<file path="config.mk">
export PLATFORM = sky130hd
export DESIGN_NAME = alu_branch_unit
export DESIGN_NICKNAME = d
export VERILOG_FILES = /design/src/rtl/alu_pkg.sv /design/src/rtl/alu_operand_sel.sv /design/src/rtl/alu_shifter.sv /design/src/rtl/alu_core.sv /design/src/rtl/alu_branch_cmp.sv /design/src/rtl/alu_branch_unit.sv
export SDC_FILE = /design/constraint.sdc
export NUM_CORES = 1
export LEC_CHECK = 0
export BUFFER_PORTS_ARGS = -buffer_cell sky130_fd_sc_hd__buf_4
export CAP_MARGIN = 0
export CORE_MARGIN = 3
export CORE_UTILIZATION = 43
export CTS_BUF_LIST = sky130_fd_sc_hd__clkbuf_4 sky130_fd_sc_hd__clkbuf_8 sky130_fd_sc_hd__clkbuf_16
export DETAILED_ROUTE_END_ITERATION = 16
export GPL_TIMING_DRIVEN = 1
export SLEW_MARGIN = 20
export SYNTH_ARGS = -nofsm -noshare
export SYNTH_HDL_FRONTEND = slang
export SYNTH_SLANG_ARGS = --single-unit
export TNS_END_PERCENT = 10
</file>
<file path="constraint.sdc">
create_clock -name clk -period 8.4 [get_ports clk]
set_clock_uncertainty 0.15 [all_clocks]
set_input_delay 0.42 -clock clk [delete_from_list [all_inputs] [get_ports clk]]
set_output_delay 0.42 -clock clk [all_outputs]
set_load 0.02 [all_outputs]
</file>
<file path="src/rtl/alu_pkg.sv">
package alu_pkg;

    localparam int XLEN = 32;
    localparam int SHW  = $clog2(XLEN);
    localparam int OPW  = 4;

    typedef logic [XLEN-1:0] word_t;

    typedef enum logic [OPW-1:0] {
        OP_ADD  = 4'd0,
        OP_SUB  = 4'd1,
        OP_SLT  = 4'd2,
        OP_SLTU = 4'd3,
        OP_XOR  = 4'd4,
        OP_OR   = 4'd5,
        OP_AND  = 4'd6,
        OP_SLL  = 4'd7,
        OP_SRL  = 4'd8,
        OP_SRA  = 4'd9
    } alu_op_e;

    typedef struct packed {
        logic eq;
        logic ne;
        logic lt;
        logic ge;
        logic ltu;
        logic geu;
    } br_flags_t;

    typedef struct packed {
        word_t     result;
        logic      zero;
        br_flags_t br;
    } alu_out_t;

    localparam br_flags_t FLAGS_RESET = '{eq: 1'b1, ne: 1'b0, lt: 1'b0,
                                          ge: 1'b1, ltu: 1'b0, geu: 1'b1};
    localparam alu_out_t  OUT_RESET   = '{result: '0, zero: 1'b1, br: FLAGS_RESET};

    // Mirror a word end to end, so the right shifter can also do left shifts.
    function automatic word_t bit_rev(input word_t v);
        word_t r;
        for (int i = 0; i < XLEN; i++) begin
            r[i] = v[XLEN-1-i];
        end
        return r;
    endfunction

    // Returns {signed less-than, unsigned less-than}. Both come from one
    // subtraction: the borrow out gives the unsigned order, and when the
    // sign bits differ the sign of rs1 decides the signed order.
    function automatic logic [1:0] less_pair(input word_t a, input word_t b);
        logic [XLEN:0] diff;
        logic          ltu_v;
        logic          lt_v;
        diff  = {1'b0, a} + {1'b0, ~b} + {{XLEN{1'b0}}, 1'b1};
        ltu_v = ~diff[XLEN];
        lt_v  = (a[XLEN-1] ^ b[XLEN-1]) ? a[XLEN-1] : ltu_v;
        return {lt_v, ltu_v};
    endfunction

endpackage

</file>
<file path="src/rtl/alu_operand_sel.sv">
module alu_operand_sel #(
    parameter int W = alu_pkg::XLEN
) (
    input  logic         use_imm,
    input  logic [W-1:0] rs2,
    input  logic [W-1:0] imm,
    output logic [W-1:0] opnd_b
);
    always_comb begin
        opnd_b = use_imm ? imm : rs2;
    end
endmodule

</file>
<file path="src/rtl/alu_shifter.sv">
module alu_shifter #(
    parameter int W   = alu_pkg::XLEN,
    parameter int SHW = $clog2(W)
) (
    input  logic [W-1:0]   din,
    input  logic [SHW-1:0] amt,
    input  logic           left,
    input  logic           arith,
    output logic [W-1:0]   dout
);
    logic [W-1:0] stage [SHW+1];
    logic         fill;

    always_comb begin
        stage[0] = left ? alu_pkg::bit_rev(din) : din;
        fill     = arith & ~left & din[W-1];
    end

    // One stage per bit of the shift amount, each a fixed-distance 2:1 mux.
    for (genvar i = 0; i < SHW; i++) begin : g_stage
        localparam int DIST = 1 << i;
        always_comb begin
            stage[i+1] = amt[i] ? {{DIST{fill}}, stage[i][W-1:DIST]} : stage[i];
        end
    end

    always_comb begin
        dout = left ? alu_pkg::bit_rev(stage[SHW]) : stage[SHW];
    end
endmodule

</file>
<file path="src/rtl/alu_core.sv">
module alu_core #(
    parameter int W   = alu_pkg::XLEN,
    parameter int SHW = $clog2(W)
) (
    input  logic [alu_pkg::OPW-1:0] op,
    input  logic [W-1:0]            a,
    input  logic [W-1:0]            b,
    output logic [W-1:0]            result
);
    import alu_pkg::*;

    logic         is_sub;
    logic [W-1:0] sum;
    logic [1:0]   lt_pair;
    logic [W-1:0] sh_out;

    always_comb begin
        is_sub  = (op == OP_SUB);
        // One adder serves both add and subtract: invert b and carry in 1.
        sum     = a + (is_sub ? ~b : b) + {{(W-1){1'b0}}, is_sub};
        lt_pair = less_pair(a, b);
    end

    alu_shifter #(.W(W), .SHW(SHW)) u_shift (
        .din   (a),
        .amt   (b[SHW-1:0]),
        .left  (op == OP_SLL),
        .arith (op == OP_SRA),
        .dout  (sh_out)
    );

    always_comb begin
        case (op)
            OP_ADD, OP_SUB:         result = sum;
            OP_SLT:                 result = {{(W-1){1'b0}}, lt_pair[1]};
            OP_SLTU:                result = {{(W-1){1'b0}}, lt_pair[0]};
            OP_XOR:                 result = a ^ b;
            OP_OR:                  result = a | b;
            OP_AND:                 result = a & b;
            OP_SLL, OP_SRL, OP_SRA: result = sh_out;
            default:                result = '0;
        endcase
    end
endmodule

</file>
<file path="src/rtl/alu_branch_cmp.sv">
module alu_branch_cmp (
    input  alu_pkg::word_t     a,
    input  alu_pkg::word_t     b,
    output alu_pkg::br_flags_t flags
);
    logic [1:0] lt_pair;

    always_comb begin
        lt_pair   = alu_pkg::less_pair(a, b);
        flags.eq  = (a == b);
        flags.ne  = ~flags.eq;
        flags.lt  = lt_pair[1];
        flags.ge  = ~lt_pair[1];
        flags.ltu = lt_pair[0];
        flags.geu = ~lt_pair[0];
    end
endmodule

</file>
<file path="src/rtl/alu_branch_unit.sv">
module alu_branch_unit (
    input  logic        clk,
    input  logic        rst,
    input  logic [3:0]  op_i,
    input  logic        use_imm_i,
    input  logic [31:0] rs1_i,
    input  logic [31:0] rs2_i,
    input  logic [31:0] imm_i,
    output logic [31:0] result_o,
    output logic        zero_o,
    output logic        eq_o,
    output logic        ne_o,
    output logic        lt_o,
    output logic        ge_o,
    output logic        ltu_o,
    output logic        geu_o
);
    import alu_pkg::*;

    word_t     opnd_b;
    word_t     res_c;
    br_flags_t br_c;
    alu_out_t  nxt;
    alu_out_t  q;

    alu_operand_sel #(.W(XLEN)) u_sel (
        .use_imm (use_imm_i),
        .rs2     (rs2_i),
        .imm     (imm_i),
        .opnd_b  (opnd_b)
    );

    alu_core #(.W(XLEN), .SHW(SHW)) u_core (
        .op     (op_i),
        .a      (rs1_i),
        .b      (opnd_b),
        .result (res_c)
    );

    alu_branch_cmp u_cmp (
        .a     (rs1_i),
        .b     (rs2_i),
        .flags (br_c)
    );

    always_comb begin
        nxt.result = res_c;
        nxt.zero   = ~|res_c;
        nxt.br     = br_c;
    end

    always_ff @(posedge clk) begin
        if (rst) begin
            q <= OUT_RESET;
        end else begin
            q <= nxt;
        end
    end

    always_comb begin
        result_o = q.result;
        zero_o   = q.zero;
        eq_o     = q.br.eq;
        ne_o     = q.br.ne;
        lt_o     = q.br.lt;
        ge_o     = q.br.ge;
        ltu_o    = q.br.ltu;
        geu_o    = q.br.geu;
    end
endmodule

</file>
==> results of run 1 <==
==> state kept, by name, indices dropped and copies added, names as in the netlist <==
| signal | count |
|---|---|
| eq_o | 1 |
| ge_o | 1 |
| geu_o | 1 |
| lt_o | 1 |
| ltu_o | 1 |
| ne_o | 1 |
| result_o | 32 |
| zero_o | 1 |
==> routing by layer <==
metal	GRT usage (%)	share of wire, %	vias to the layer above
met5	0	0	-
met4	10.7	3.6	0
met3	5.10	7.7	67
met2	46.7	43	525
met1	45.0	46	5075
li1	-	-	4971
==> power by group through the flow <==
| stage | Sequential [mW] | Combinational (mW) | Clock (mW) |
|---|---|---|---|
| final | 0.204 | 0.844 | 0.232 |
| after global routing | 0.206 | 0.909 | 0.243 |
| after CTS | 0.204 | 0.823 | 0.234 |
| after detailed placement | 0.209 | 0.820 | 0 |
| after global placement | 0.208 | 0.822 | 0 |
| after floorplan | 0.228 | 0.512 | 0 |
==> final cells by class <==
class	count	area share (%)
clock inverter	3	0.379
tap	313	3.38
timing repair buffer	157	10.2
sequential	39	6.75
clock buffer	5	1.08
multi-input combinational	1078	74.4
inverter	116	3.76
==> cell families (layout without fill, tap and decap cells) <==
group,count (synthesis),in the layout,share of synthesized area [%]
buffers and inverters,192,281,7.25
xor gates and xnor gates,53,53,4.60
adders and majority gates,183,183,22.8
and+or+nand+nor,342,342,16.6
DFF,39,39,7.74
AOI/OAI and AO/OA,371,371,24.2
muxes,129,129,16.8
==> critical path, delay by kind of cell <==
kind / cells / cell delay (ns)
multiplexers: 1 / 0.25
adder cells (fa/ha/maj): 1 / 0.35
AO/OA/AOI/OAI: 8 / 2.30
XOR/XNOR: 1 / 0.14
buffers and inverters: 3 / 1.28
AND/OR/NAND/NOR: 3 / 1.39
==> through the flow <==
stage	worst slack [ns]	cells	utilization, %
after global routing	1.84	1711	50.6
after CTS	2.31	1710	50.6
after floorplan	2.48	1309	-
after detailed placement	2.02	1702	49.9
after global placement	2.12	1702	49.9
final	2.27	1711	50.6
==> final timing paths <==
check,start,to,slack (ns),cells past startpoint
worst max-delay path,op_i[0],zero_o$_SDFF_PP1_,2.27,17
worst min-delay path,rst,result_o[27]$_SDFF_PP0_,0.37,2
==> cell usage in the layout (no fill, tap or decap), types with 32 or more instances in the layout <==
| cell type | netlist | routed |
|---|---|---|
| a211oi_1 | 48 | 48 |
| a21oi_1 | 110 | 110 |
| buf_4 | 0 | 156 |
| dfxtp_1 | 39 | 39 |
| ha_1 | 182 | 182 |
| inv_1 | 114 | 114 |
| mux2i_1 | 95 | 90 |
| mux4_2 | 32 | 32 |
| nand2_1 | 78 | 78 |
| nor2_1 | 118 | 118 |
| o21ai_0 | 49 | 49 |
| xnor2_1 | 42 | 42 |
==> results_dict.tcl, run 1 <==
set metrics [dict create \
    final.hold.worst_slack_ns 0.365 \
    final.setup.tns_ns 0 \
    cts-buffers-inserted 5 \
    holdCritPathClass "input port to flip-flop" \
    synth_top_area_share_pct 22.6 \
    achievable-frequency_ghz 0.163 \
    report.final.setup_viol 0 \
    layout.cell_area.non_filler_um2 11600 \
    power.total_mw 1.28 \
    routedWlPerCell_um 23.9 \
    chipHeight_um 159 \
    timing.critical_path.slowest_cell_delay_ns 0.74 \
    drtIter0Drc 989 \
    pin_count 142 \
    fp.dieW_um 159 \
    critical_path.most_common_cell "buf_4" \
    ys_warn_count 0 \
    crit_path_max_fanout 67 \
    antenna_cells_inserted 0 \
    grt_remaining_overflow 0 \
    place_hpwl_mm 32.5 \
    crit_arrival_ns 6.18 \
    grt_max_degree 68 \
    vias 10600 \
    critPathLaunchType "input port" \
    synth.most_common_cell "ha_1" \
    yosys-top-cells-area "ha_1, mux2i_1, dfxtp_1, mux4_2, a21oi_1" \
    design.final.nets 1683 \
    cts_h_tree_depth 2 \
    gp_congestion 1.04 \
    floorplan.rows 55 \
    slew_headroom_pct 32.3 \
    power.switching_uw 623 \
    synth.largest_area_cell "ha_1" \
    critical_path_required_ns 8.45 \
    flow.area_growth_from_synthesis_pct 14.7 \
    cell_internal_pwr_uw 657 \
    power.ir.vdd_worst_uv 65.3 \
    grt_first_pass_wirelength_mm 61.8 \
    grt_setup_unrepaired "false" \
    cts_repair_resize_count 0 \
    timing.critical_path.to_type "flip-flop" \
    netlist-cell-type-count 70 \
    power.combinational.fraction_pct 65.9 \
    run_status "completed" \
    worst-slew-pin-transition_ns 1.01 \
    crit_path_cell_trace "buf_4 -> nor4b_4 -> buf_4 -> xnor2_1 -> ha_1 -> a21oi_1 -> o221ai_1 -> a31oi_1 -> a31oi_2 -> a211oi_1 -> buf_4 -> nor4b_2 -> o41ai_1 -> mux2i_1 -> a21oi_1 -> or4_1 -> o41ai_2" \
    period_needed_ns 6.13 \
    synth_nets 1595 \
    drv_slew 0 \
    avgSynthCellArea_um2 7.70 \
    vias_in_the_first_global_route 9996 \
    drt_first_pass_iters 5 \
    worst_setup_hold_path_clk_slew_ns 0.06 \
    finalCritPeriodShare_pct 73.0 \
    globalRouteTotalUtil_pct 31.1 \
    detail_route.drc_violations 0 \
    root_buffer "clkbuf_16" \
    p_leak_nw 5.39 \
    fp.dieArea_um2 25300 \
    cts_max_path_bufs 2 \
    postCtsSetupRepairBufs 0 \
    netlist_area_um2 10100 \
    synth_enable_flop_cells 0 \
    fillers 2357 \
    total_routed_wirelength_mm 40.8 \
    antenna_found_initial 0 \
    seq_area_frac_synth_pct 7.74 \
    ys_ff_latch 39 \
    place.port_buffers 141 \
    clock_power_share_pct 18.1 \
    final_antenna_net_count 0 \
    starting_density_of_the_core_pct 44.1 \
    cts-hold-fix-buffers 0 \
    crit_path_top_delay_cell "nor4b_4" \
    total_count_of_hold_check_failures_in_the_final_report 0 \
    postSynth.asyncResetShare_pct 0 \
    core_region_area_um2 22800 \
    drive_gt1_share_pct 15.5 \
    total_area_of_sequential_cells_um2 781 \
    clock_sinks 39 \
    netlist_instances 1309 \
    place_area_um2 11400 \
    area_of_the_multi_input_gates_um2 8610 \
    synthFlopType "dfxtp_1" \
    power.density_nw_per_um2 111 \
    share_seq_of_total_power_pct 16.0 \
    route.detailed.vias_per_inst 6.22 \
    tritoncts "built" \
    timing.max_cap.violations 0 \
    timing.setup.critical_path_class "input port to flip-flop" \
    netSwitchingFraction_pct 48.7 \
    synth.cells.most_frequent "ha_1, nor2_1, inv_1" \
]
No activity file was read; power rests on OpenSTA's default activity.
==> run 2: changes to the inputs <==
clock period = 6.3 ns   (was 8.4 ns; I/O delays follow)
==> results_dict.tcl, run 2 (synthesized netlist as in run 1, its figures left out) <==
set metrics [dict create \
    final_cell_mix "ha_1, buf_4, nor2_1, inv_1, a21oi_1" \
    postCtsSetupRepairBufs 0 \
    crit_path_max_fanout 24 \
    final_antenna_net_count 0 \
    drt_first_pass_iters 5 \
    core_region_area_um2 22800 \
    antenna_cells_inserted 0 \
    timing.critical_path.to_type "flip-flop" \
    detail_route.drc_violations 0 \
    clock_power_share_pct 15.9 \
    drtIter0Drc 1061 \
    timing.max_cap.violations 0 \
    worst-slew-pin-transition_ns 1.08 \
    chipHeight_um 159 \
    grt_max_degree 66 \
    crit_path_start "use_imm_i" \
    cts-buffers-inserted 5 \
    cts-hold-fix-buffers 0 \
    achievable-frequency_ghz 0.187 \
    grt_setup_unrepaired "false" \
    flow.area_growth_from_synthesis_pct 16.2 \
    place_area_um2 11600 \
    globalRouteTotalUtil_pct 30.8 \
    cts_repair_resize_count 0 \
    critical_path_required_ns 6.35 \
    grt_first_pass_wirelength_mm 61.5 \
    report.final.setup_viol 0 \
    starting_density_of_the_core_pct 44.1 \
    tritoncts "built" \
    timing.setup.critical_path_class "input port to flip-flop" \
    cts_max_path_bufs 2 \
    fp.dieW_um 159 \
    worstHoldEndpoint "result_o[3]$_SDFF_PP0_" \
    drv_slew 0 \
    share_seq_of_total_power_pct 16.1 \
    vias 10700 \
    total_routed_wirelength_mm 40.5 \
    gp_congestion 1.07 \
    clock_sinks 39 \
    cts_h_tree_depth 2 \
    netSwitchingFraction_pct 49.1 \
    floorplan.rows 55 \
    power.switching_uw 828 \
    drive_gt1_share_pct 16.9 \
    finalCritPeriodShare_pct 84.7 \
    crit_arrival_ns 5.39 \
    timing.hold.worst.start "op_i[3]" \
    vias_in_the_first_global_route 10200 \
    critPathLaunchType "input port" \
    antenna_found_initial 0 \
    power.density_nw_per_um2 144 \
    final.setup.tns_ns 0 \
    total_count_of_hold_check_failures_in_the_final_report 0 \
    grt_remaining_overflow 0 \
    holdCritPathClass "input port to flip-flop" \
    worst_setup_hold_path_clk_slew_ns 0.05 \
    fillers 2344 \
    number_of_flip_flops_under_the_largest_register_name 32 \
    holdPathStages 2 \
    pin_count 142 \
    mostFrequentLayoutCell "ha_1" \
    design.final.nets 1706 \
    cell_internal_pwr_uw 859 \
    route.detailed.vias_per_inst 6.18 \
    place_hpwl_mm 32.6 \
    place.port_buffers 141 \
    slew_headroom_pct 28.0 \
    power.ir.vdd_worst_uv 105 \
    layout.cell_area.non_filler_um2 11700 \
    routedWlPerCell_um 23.4 \
    root_buffer "clkbuf_16" \
    p_leak_nw 5.49 \
    fp.dieArea_um2 25300 \
    run_status "completed" \
    power.combinational.fraction_pct 68.0 \
    period_needed_ns 5.34 \
]
## run 2: layout make-up
cell class | count | area (µm²) | area share [%]
clock buffers | 6 | 133 | 1.13
clock inverters | 2 | 12.5 | 0.107
inverters | 116 | 435 | 3.72
multi-input cells | 1078 | 8610 | 73.5
flip-flops and latches | 39 | 781 | 6.66
well taps | 313 | 392 | 3.34
repair buffers | 180 | 1350 | 11.5
## run 2: power by group through the flow
stage | clock network, mW | registers [mW] | logic (mW)
floorplan | 0 | 0.304 | 0.682
global placement | 0 | 0.278 | 1.12
detailed placement | 0 | 0.278 | 1.12
CTS | 0.273 | 0.273 | 1.12
global route | 0.278 | 0.274 | 1.24
finish | 0.268 | 0.272 | 1.15
## run 2: metrics by stage
step	worst slack (ns)	cells	total power [mW]	hold slack [ns]	utilization, %
6_report	0.965	1734	1.69	0.252	51.3
4_1_cts	1.15	1734	1.67	0.234	51.3
5_1_grt	0.803	1734	1.79	0.259	51.3
3_5_place_dp	0.844	1726	1.40	0.541	50.6
3_3_place_gp	0.945	1726	1.39	0.546	50.6
2_1_floorplan	0.488	1309	0.987	0.455	-
## run 2: critical path: stages
cell	delay, ns
buf_4	0.39
buf_4	0.30
mux2i_2	0.21
buf_4	0.33
mux2i_1	0.17
inv_1	0.13
fa_1	0.22
a21o_1	0.15
nand4_1	0.22
a211o_1	0.38
a211oi_1	0.48
o2111ai_1	0.31
a21boi_0	0.61
mux2i_1	0.24
o21ai_0	0.14
nor4bb_1	0.35
nand4_1	0.15
o41ai_2	0.27
## run 2: worst max-delay path by stage
stage | to | depth (start not counted)
2_1_floorplan | zero_o$_SDFF_PP1_ | 19
3_3_place_gp | zero_o$_SDFF_PP1_ | 16
3_5_place_dp | zero_o$_SDFF_PP1_ | 18
4_1_cts | zero_o$_SDFF_PP1_ | 18
5_1_grt | zero_o$_SDFF_PP1_ | 18
6_report | zero_o$_SDFF_PP1_ | 18
## run 2: routing by layer
| metal | wire, µm | track usage (%) | vias to the layer above |
|---|---|---|---|
| met1 | 18300 | 44.5 | 5036 |
| li1 | - | - | 5016 |
| met4 | 1760 | 11.9 | 0 |
| met2 | 17200 | 46.4 | 562 |
| met5 | 0 | 0 | - |
| met3 | 3260 | 4.29 | 99 |
==> run 3: changes to the inputs <==
clock period = 5.1 ns   (was 6.3 ns; I/O delays follow)
==> results_dict.tcl, run 3 (synthesized netlist as in run 1, its figures left out) <==
set metrics [dict create \
    antenna_cells_inserted 0 \
    number_of_flip_flops_under_the_largest_register_name 32 \
    critPathLaunchType "input port" \
    achievable-frequency_ghz 0.205 \
    routedWlPerCell_um 23.9 \
    worst_setup_hold_path_clk_slew_ns 0.06 \
    globalRouteTotalUtil_pct 32.4 \
    cts_max_path_bufs 2 \
    starting_density_of_the_core_pct 44.1 \
    design.final.nets 1747 \
    cts-hold-fix-buffers 0 \
    final.setup.tns_ns 0 \
    holdCritPathClass "input port to flip-flop" \
    cts_h_tree_depth 2 \
    grt_first_pass_wirelength_mm 64.4 \
    route.detailed.vias_per_inst 6.17 \
    dpl_worst_slack_ns -0.0680 \
    power.total_mw 2.20 \
    power.density_nw_per_um2 182 \
    critical_path_required_ns 5.15 \
    final_antenna_net_count 0 \
    flow.area_growth_from_synthesis_pct 19.8 \
    final.hold.worst_slack_ns 0.200 \
    cts-buffers-inserted 5 \
    drtIter0Drc 1207 \
    drive_gt1_share_pct 19.4 \
    timing.hold.worst.start "op_i[3]" \
    globalRoute.busiestLayer "met2" \
    antenna_found_initial 1 \
    clock_sinks 39 \
    place.port_buffers 141 \
    final_cell_mix "buf_4, ha_1, nor2_1, inv_1, a21oi_1" \
    vias_in_the_first_global_route 10400 \
    timing.critical_path.to_type "flip-flop" \
    chipHeight_um 159 \
    grt_max_degree 66 \
    grt_remaining_overflow 0 \
    place_hpwl_mm 34.9 \
    pin_count 142 \
    total_count_of_hold_check_failures_in_the_final_report 0 \
    worstHoldEndpoint "result_o[3]$_SDFF_PP0_" \
    met2_usage_pct 50.8 \
    core_region_area_um2 22800 \
    total_routed_wirelength_mm 42.3 \
    finalCritPeriodShare_pct 95.6 \
    run_status "completed" \
    globalRouteMet1Util_pct 46.2 \
    tritoncts "built" \
    root_buffer "clkbuf_16" \
    drv_slew 0 \
    crit_arrival_ns 4.93 \
    grt_setup_unrepaired "false" \
    fp.dieW_um 159 \
    vias 10900 \
    mostFrequentLayoutCell "buf_4" \
    finalWorstSetupSlack_ns 0.224 \
    worst-slew-pin-transition_ns 1.00 \
    crit_path_max_fanout 25 \
    detail_route.drc_violations 0 \
    period_needed_ns 4.88 \
    holdPathStages 2 \
    floorplan.rows 55 \
    report.final.setup_viol 0 \
    timing.max_cap.violations 0 \
    power.ir.vdd_worst_uv 126 \
    timing.setup.critical_path_class "input port to flip-flop" \
    fp.dieArea_um2 25300 \
    p_leak_nw 5.70 \
    drt_first_pass_iters 6 \
    slew_headroom_pct 32.5 \
    met3_usage_pct 3.93 \
    gp_congestion 1.02 \
]
run 3: cell count changes in the layout (fill, tap and decap cells not counted), sizes merged:
cell      delta
bufinv       +1
clkinv       +1
clkinvlp     -1
buf         +41
clkbuf       -1
run 3: per-layer routing:
layer	vias to the layer above	part of all wire, %
li1	5102	-
met1	5158	45
met2	595	44
met3	91	7.4
met4	2	3.8
met5	-	0.031
run 3: worst max-delay path by stage:
stage	slack, ns	cells after the start	startpoint	end
global placement	-0.05	16	op_i[1]	zero_o$_SDFF_PP1_
detailed placement	-0.07	17	use_imm_i	zero_o$_SDFF_PP1_
global route	0.02	16	op_i[2]	zero_o$_SDFF_PP1_
CTS	0.24	17	use_imm_i	zero_o$_SDFF_PP1_
floorplan	0.004	19	use_imm_i	zero_o$_SDFF_PP1_
finish	0.22	16	op_i[2]	zero_o$_SDFF_PP1_
run 3: layout make-up:
cell class              count  area [µm²]
well taps                 313         392
clock inverters             3        43.8
multi-input cells        1078        8620
fillers                  2309       10800
flip-flops and latches     39         781
clock buffers               5         125
repair buffers            221        1680
inverters                 116         435
run 3: stage by stage:
step	instances	instance area (µm²)	util, %
after global placement	1767	11900	52.1
final	1775	12100	52.9
after floorplan	1309	10100	-
after CTS	1775	12100	52.9
after global routing	1775	12100	52.9
after detailed placement	1767	11900	52.1
run 3: where the power goes:
part	switching [mW]	internal [mW]
registers	0.00568	0.330
logic	0.897	0.582
clock network	0.151	0.231
total	1.05	1.14
run 3: worst max-delay path, cell delays in order:
cell      delay (ns)
buf_4           0.17
nor4b_4         0.32
buf_12          0.25
xnor2_1         0.10
ha_1            0.33
a21oi_1         0.23
o221ai_1        0.20
a31oi_1         0.39
a31oi_2         0.20
a211oi_2        0.48
nor4b_2         0.12
o41ai_1         0.60
mux2i_1         0.26
a21oi_1         0.07
or4_1           0.58
o41ai_2         0.33
run 3: timing repair:
item | 4_1_cts | 5_1_grt
buffers inserted | 0 | 0
endpoints found under the hold margin | 0 | 0
setup endpoints to repair | 0 | 1
gates resized for setup | 0 | 2
